===== config.mk =====
export PLATFORM = sky130hd
export DESIGN_NAME = phy_test_port
export DESIGN_NICKNAME = d
export VERILOG_FILES = /design/src/rtl/ptp_pkg.sv /design/src/rtl/ptp_sync.sv /design/src/rtl/ptp_decode.sv /design/src/rtl/ptp_regfile.sv /design/src/rtl/phy_test_port.sv
export SDC_FILE = /design/constraint.sdc
export NUM_CORES = 2
export LEC_CHECK = 0
export ABC_CLOCK_PERIOD_IN_PS = 7900
export BUFFER_PORTS_ARGS = -buffer_cell sky130_fd_sc_hd__buf_2
export CAP_MARGIN = 15
export CORE_ASPECT_RATIO = 1.2
export CORE_MARGIN = 4
export CORE_UTILIZATION = 50
export CTS_CLUSTER_SIZE = 10
export DETAILED_ROUTE_END_ITERATION = 8
export GPL_TIMING_DRIVEN = 0
export MAX_ROUTING_LAYER = met4
export PLACE_DENSITY = 0.61
export SETUP_SLACK_MARGIN = 0.1
export SLEW_MARGIN = 15
export SYNTH_ARGS = -nofsm -noshare
export SYNTH_HDL_FRONTEND = slang
export SYNTH_SLANG_ARGS = --single-unit

===== constraint.sdc =====
create_clock -name clk -period 7.9 [get_ports clk]
set_input_delay 2.37 -clock clk [delete_from_list [all_inputs] [get_ports clk]]
set_output_delay 2.37 -clock clk [all_outputs]
set_load 0.01 [all_outputs]

===== src/rtl/ptp_pkg.sv =====
package ptp_pkg;

  // Operation decoded from the synchronized test pins in one clk cycle.
  typedef enum logic [1:0] {
    OP_NONE  = 2'd0,
    OP_ADDR  = 2'd1,
    OP_DATA  = 2'd2,
    OP_CLEAR = 2'd3
  } tap_op_e;

endpackage


===== src/rtl/ptp_sync.sv =====
module ptp_sync #(
  parameter int W      = 11,
  parameter int STAGES = 2
) (
  input  logic         clk,
  input  logic         rst,
  input  logic [W-1:0] d,
  output logic [W-1:0] q
);

  logic [W-1:0] stage_q [STAGES];

  for (genvar i = 0; i < STAGES; i++) begin : g_stage
    if (i == 0) begin : g_first
      always_ff @(posedge clk) begin
        if (rst) stage_q[i] <= '0;
        else     stage_q[i] <= d;
      end
    end else begin : g_next
      always_ff @(posedge clk) begin
        if (rst) stage_q[i] <= '0;
        else     stage_q[i] <= stage_q[i-1];
      end
    end
  end

  assign q = stage_q[STAGES-1];

endmodule


===== src/rtl/ptp_decode.sv =====
module ptp_decode
  import ptp_pkg::*;
(
  input  logic    clk,
  input  logic    rst,
  input  logic    clr_s,
  input  logic    tck_s,
  input  logic    en_s,
  output tap_op_e op
);

  logic tck_d;
  logic rise;

  always_ff @(posedge clk) begin
    if (rst) tck_d <= 1'b0;
    else     tck_d <= tck_s;
  end

  assign rise = tck_s & ~tck_d;

  always_comb begin
    if (clr_s)     op = OP_CLEAR;
    else if (rise) op = en_s ? OP_ADDR : OP_DATA;
    else           op = OP_NONE;
  end

endmodule


===== src/rtl/ptp_regfile.sv =====
module ptp_regfile #(
  parameter int AW = 8,
  parameter int DW = 8
) (
  input  logic          clk,
  input  logic          rst,
  input  logic          clr,
  input  logic          we,
  input  logic [AW-1:0] waddr,
  input  logic [DW-1:0] wdata,
  input  logic [AW-1:0] raddr,
  output logic [DW-1:0] rd_data,
  output logic          rd_vld
);

  localparam int DEPTH = 1 << AW;

  logic [DW-1:0]    mem [DEPTH];
  logic [DEPTH-1:0] vld_q;

  // Data array: no reset, single write port, registered read (RAM-friendly).
  always_ff @(posedge clk) begin
    if (we) mem[waddr] <= wdata;
  end

  always_ff @(posedge clk) begin
    rd_data <= mem[raddr];
  end

  // Per-entry valid bits give a one-cycle clear of the whole bank.
  always_ff @(posedge clk) begin
    if (rst || clr)  vld_q <= '0;
    else if (we)     vld_q[waddr] <= 1'b1;
  end

  always_ff @(posedge clk) begin
    if (rst) rd_vld <= 1'b0;
    else     rd_vld <= vld_q[raddr];
  end

endmodule


===== src/rtl/phy_test_port.sv =====
module phy_test_port
  import ptp_pkg::*;
#(
  parameter int DW          = 8,
  parameter int SYNC_STAGES = 2
) (
  input  logic          clk,
  input  logic          rst,
  input  logic          tst_clr,
  input  logic          tst_clk,
  input  logic          tst_en,
  input  logic [DW-1:0] tst_din,
  output logic [DW-1:0] tst_dout
);

  localparam int AW  = DW;      // address shares the data bus
  localparam int BW  = DW + 3;  // bundle: clr, clk, en, din

  logic [BW-1:0] pins_s;
  logic          clr_s;
  logic          tck_s;
  logic          en_s;
  logic [DW-1:0] din_s;
  tap_op_e       op;
  logic          addr_stb;
  logic          dat_stb;
  logic [AW-1:0] addr_q;
  logic [DW-1:0] rd_data;
  logic          rd_vld;
  logic [DW-1:0] dout_q;

  ptp_sync #(.W(BW), .STAGES(SYNC_STAGES)) sync_i (
    .clk (clk),
    .rst (rst),
    .d   ({tst_clr, tst_clk, tst_en, tst_din}),
    .q   (pins_s)
  );

  assign {clr_s, tck_s, en_s, din_s} = pins_s;

  ptp_decode decode_i (
    .clk   (clk),
    .rst   (rst),
    .clr_s (clr_s),
    .tck_s (tck_s),
    .en_s  (en_s),
    .op    (op)
  );

  assign addr_stb = (op == OP_ADDR);
  assign dat_stb  = (op == OP_DATA);

  always_ff @(posedge clk) begin
    if (rst || op == OP_CLEAR) addr_q <= '0;
    else if (addr_stb)         addr_q <= din_s[AW-1:0];
  end

  ptp_regfile #(.AW(AW), .DW(DW)) rf_i (
    .clk     (clk),
    .rst     (rst),
    .clr     (op == OP_CLEAR),
    .we      (dat_stb),
    .waddr   (addr_q),
    .wdata   (din_s),
    .raddr   (addr_q),
    .rd_data (rd_data),
    .rd_vld  (rd_vld)
  );

  always_ff @(posedge clk) begin
    if (rst) dout_q <= '0;
    else     dout_q <= rd_vld ? rd_data : '0;
  end

  assign tst_dout = dout_q;

endmodule


== After elaboration in Yosys (flattened, before gate mapping) ==
Memories as Yosys holds them, arrays and structs flattened. A register that Yosys moved wholly into a read port is not among the register bits.
Cells that the tools add are included.
Cells by class
  reduce and logical (&&, ||, !) cells: 3
  $lt $le $gt $ge: 2
  bitwise operators: 6
  equality and inequality tests: 3
  muxes and demuxes: 14
Operator list (number)
  256-bit bitwise OR: 1
  11-bit two-way mux: 2
  8-bit by 9-bit < comparator with 1-bit output (second input constant): 1
  1-bit binary-select mux with 8-bit select: 1
  1-bit demux with 8-bit select: 1
  8-bit by 1-bit greater-or-equal comparator with 1-bit output (second input constant): 1
  1-bit two-way mux: 7
  2-bit two-way mux: 3
  2-bit equality test (second input constant): 2
  2-bit by 1-bit equality test with 1-bit output (second input constant): 1
  1-bit inverter: 2
  1-bit bitwise OR: 2
  2-bit OR reduction: 1
  1-bit bitwise AND: 1
  1-bit logical AND: 1
  1-bit logical OR: 1
Storage, ports and cells
  output and inout bits: 8
  register bits: 274
  memories: 2
  memory bits (writable): 2070
  bits of input ports: 13
Memory list
  rf_i.mem: depth 256, bits a word 8, read ports 1, clocked after memory_dff 1, wr ports 1, RTL line ptp_regfile.sv:18  | logic [DW-1:0] mem [DEPTH];
  sync_i.stage_q: depth 2, bits a word 11, read ports 2, clocked after memory_dff 0, wr ports 2, RTL line ptp_sync.sv:11  | logic [W-1:0] stage_q [STAGES];

== Longest topological paths before layout ==
  depth after elaboration: 7
  mapped depth: 12
  depth with buffers taken out: 7

== By module ==
From an unflattened synthesis, not the netlist that was laid out.
Unflattened totals
  cells, all modules: 4629
  area total of the unflattened synthesis: 89804.9 um^2
By module, submodules not included
  ptp_regfile: times used 1, cells an instance 4523, seq. area each 66804.1 um^2, area each 88533.7 um^2
  ptp_sync: times used 1, cells an instance 46, seq. area each 440.4 um^2, area each 640.6 um^2
  phy_test_port: times used 1, cells an instance 54, seq. area each 320.3 um^2, area each 579.3 um^2
  ptp_decode: times used 1, cells an instance 6, seq. area each 20.0 um^2, area each 51.3 um^2

== Worst setup path after synthesis ==
No wires, ideal clock.
  kind: register to register
  start point: mem sync_i.stage_q[1][3]
  end point: mem rf_i.mem[0][3] (data pin)
  period minus slack after synthesis: 4253 ps
  arrival time: 3397 ps
  setup slack: 3647 ps
  buffers on the path: 0
  stages on the path, launching flop included: 1
  library setup time: 856 ps
  cells stage by stage: dfxtp_1
RTL lines (RTL line)
  start, declared: ptp_sync.sv:11
  end, declared: ptp_regfile.sv:18

== Worst setup path after layout ==
  start point: reg addr_q[1]
  end point: mem rf_i.mem[71][3], enable pin
RTL lines
  start, declared: RTL line phy_test_port.sv:27  | logic [AW-1:0] addr_q;
  start signal, assigned: RTL line phy_test_port.sv:55  | else if (addr_stb) addr_q <= din_s[AW-1:0];
No word-level cell before the write port.

==> results.md <==
* Post-synth EDFFs at around 2.0k
* Die width at between 300 and 400 um
* Slowest stage delay, CP at 1.03 ns
* Worst r2r path cells at 9
* Initial Utilization at around 50%
* CTS clk-pin slew, worst paths at 0.06 ns
* Accumulated negative setup slack at 0 ns
* Worst slew margin at between 10 and 15%
* H-Tree Depth at 5
* Cts bufs inserted at roughly 290
* Fin. Hold Viols at 0
* Syn_nets at approximately 4.5k
* Pre-antenna DRT Iters at 8
* Synth unique cells at 52
* Critical Path Source: addr_q[1]$_SDFFE_PP0N_
* Setup bufs post-CTS at 0
* Switching power of the nets at about 0.005 W
* Vias per cell at roughly 6.7
* Most used cell, CP: buf_2
* WL per Instance at 41.7 um
* Combinational power share at around 1.0%
* Clock power share at 45.6%
* Die ar. at approximately 190,000 um2
* Clock sinks at 2,352
* Initial antenna violation count at 22
* Most common flop cell mapped by yosys: edfxtp_1
* Layout cells sized above 1 at ~25%
* CP arrival at ~7 ns
* Unrepaired setup endpoints after global routing: no
* Synth Instances at roughly 4.5k
* WP data required at about 8.4 ns
* Post-CTS Resized at 0
* CTS max path bufs at 4
* #FFs+latches synth at 2,352
* Post-Syn Area at about 90,000 um2
* Max-slew violation count at 0
* Worst VDD drop at 0.206 mV
* I/O pin count at 21
* Max_cap viols at 0
* Flop pwr share at 53.4%
* Core area at about 180,000 um2
* Worst hold path type: register to register
* Die Ht at ~470 um
* R2R Path End: rf_i.mem[71][3]$_DFFE_PP_
* Crit path time final at 6.45 ns
* Hold_buf cts at 0
* Worst Max-Slew Pin Slew at about 1.3 ns
* TritonCTS clock tree: yes
* Seq/Total Area, Yosys at between 70% and 80%
* Mapped Avg Cell Area at approximately 20 um2
* Top post-synthesis cells by area: edfxtp_1, mux4_2, dfxtp_1, nor2_1, mux2i_1
* Hpwl dp at approximately 210 mm
* WS Path Type: register to register
* CP Cell Sequence: buf_2, buf_2, buf_2, buf_2, buf_2, buf_2, nand3_1, buf_2, nor2_1
* Post-route insts no fill at 7,368
* NumNets Final at 4,882
* Largest net degree at the start of global routing at between 80 and 90
* Area growth syn-to-layout at 13.7%
* Startpoint type of the worst setup path: register
* Largest area contributor in the netlist: edfxtp_1
* Crit end category: register
* Clk_skew at around 0.047 ns
* Yosys top cell area share at 68.6%
* Period utilisation layout at 81.7%
* FP Rows at 170
* Commonest non-fill, non-tap cells in the layout: edfxtp_1, nor2_1, mux4_2
* Drt initial violations at about 7.6k
* Setup crit end: rf_i.mem[71][3]$_DFFE_PP_
* Reg-to-Reg Start: addr_q[1]$_SDFFE_PP0N_
* Int Pwr at approximately 0.020 W
* Grt ovf at 0
* Gr usage total at approximately a third
* First-pass GRT wire length at around 400 mm
* Setup slack, reg-to-reg at about 1.4 ns
* Placed Instances at slightly below 7k
* LEAKAGE at approximately 32 nW
* Power Density at 248 nW/um2
* Count of final setup violators at 0
* Buffers on Ports at 20
* Crit path max fanout at 10
* Switching part of the total at between 10% and 20%
* Slowest CP cell: nor2_1
* Antenna-violating nets left at 0
* Drt total wl at roughly 310 mm
* Vias at ~50k
* Synth Warn # at 0
* Residual DRC count at 0
* Placer Congestion at 1.06
* Most common cell after layout, fill and taps aside: edfxtp_1
* Status: completed
* CTS Root Cell: clkbuf_16
* Max Freq at about 150 MHz
* Clk_lat worst skew at roughly 0.93 ns
* Asr flop ratio synth at 0%
* Vias in the first global route at between 40k and 50k
[critical path: cells and delay by family, from the launching register on]
| kind | cells | cell delay, ns |
|---|---|---|
| buffers and inverters | 7 | 3.77 |
| AND/OR/NAND/NOR | 2 | 1.94 |
| flip-flops | 1 | 0.30 |
[metal layers]
metal  global-route usage (%)  wire, um  vias to the layer above
met2                     50.6    143000                     3317
met4                     20.5     22800                        0
met3                     7.88     31800                      760
li1                         -         -                    18800
met5                        -         0                        -
met1                     43.1    110000                    26100
[worst min path at each step]
stage / from / end / slack (ns) / depth (start not counted)
CTS: rf_i.rd_data[3]$_DFF_P_ / tst_dout[3]$_SDFF_PP0_ / 0.44 / 1
global route: sync_i.stage_q[0][5]$_SDFF_PP0_ / sync_i.stage_q[1][5]$_SDFF_PP0_ / 0.45 / 1
finish: rf_i.rd_data[3]$_DFF_P_ / tst_dout[3]$_SDFF_PP0_ / 0.44 / 1
floorplan: rf_i.rd_data[0]$_DFF_P_ / tst_dout[0]$_SDFF_PP0_ / 0.41 / 1
detailed placement: sync_i.stage_q[0][8]$_SDFF_PP0_ / sync_i.stage_q[1][8]$_SDFF_PP0_ / 0.42 / 1
global placement: sync_i.stage_q[0][6]$_SDFF_PP0_ / sync_i.stage_q[1][6]$_SDFF_PP0_ / 0.43 / 1
[area by class of cell]
cell class	count	area (um2)
Sequential cell	2352	67600
Clock inverter	5	42.5
Buffer	262	1370
Antenna cell	14	35.0
Clock buffer	446	7860
Multi-Input combinational cell	1893	20900
Fill cell	13400	76700
Timing Repair Buffer	69	1240
Inverter	5	18.8
Tap cell	2322	2910
[cells by family (layout without fill, tap and decap cells)]
family,after synthesis,in the layout,share of synthesized area [%]
AOI/OAI and AO/OA,170,170,1.36
buffers and inverters,267,787,1.48
DFF,2352,2352,75.3
muxes,729,729,17.4
other,0,14,0
and+or+nand+nor,994,994,4.42
[registers in the layout (all words and copies together) (netlist names)]
signal,cells
addr_q,8
decode_i.tck_d,1
rf_i.mem,2048
rf_i.rd_data,8
rf_i.rd_vld,1
rf_i.vld_q,256
sync_i.stage_q,22
tst_dout,8
[cells in the mapped netlist, types with 2 or more instances]
master and instances:
buf_6 15, o311a_1 2, or3b_1 4, nor3_1 10
or2_2 2, a221o_1 2, buf_4 35, buf_2 68
and2_1 12, o211ai_1 4, a22oi_1 60, dfxtp_1 304
a31oi_1 11, nand4_1 6, buf_1 17, a2111oi_0 4
a21oi_1 31, a311oi_1 2, a22o_1 9, a21boi_0 2
a32o_1 2, mux2i_1 63, a32oi_1 7, mux2_2 3
or3_1 2, a211oi_1 3, o21ai_0 6, o311ai_0 2
nand2_1 88, nand2b_1 2, a221oi_1 4, edfxtp_1 2048
nand3_1 21, o22ai_1 9, inv_1 3, o221ai_1 5
nor2b_1 35, clkbuf_1 127, nor2_1 804, mux4_2 663
and3_1 3, o2111ai_1 2
[power by group through the flow]
stage	registers [W]	logic (W)	clock network (W)
finish	0.0135	0.000254	0.0115
CTS	0.0135	0.000248	0.0116
detailed placement	0.0137	0.000248	0
global placement	0.0139	0.000111	0
global route	0.0135	0.000263	0.0122
floorplan	0.0138	0.0000559	0
[metrics by stage]
stage | area (um2) | hold slack, ns | total power, W | utilization [%] | setup slack [ns]
floorplan | 89700 | 0.406 | 0.0139 | - | 3.65
global placement | 92700 | 0.429 | 0.0140 | 51.9 | -0.628
detailed placement | 94000 | 0.425 | 0.0140 | 52.6 | 1.51
CTS | 102000 | 0.441 | 0.0253 | 57.0 | 1.54
global route | 102000 | 0.453 | 0.0259 | 57.1 | 1.56
finish | 102000 | 0.437 | 0.0253 | 57.1 | 1.45
No activity file was read; power rests on OpenSTA's default activity.
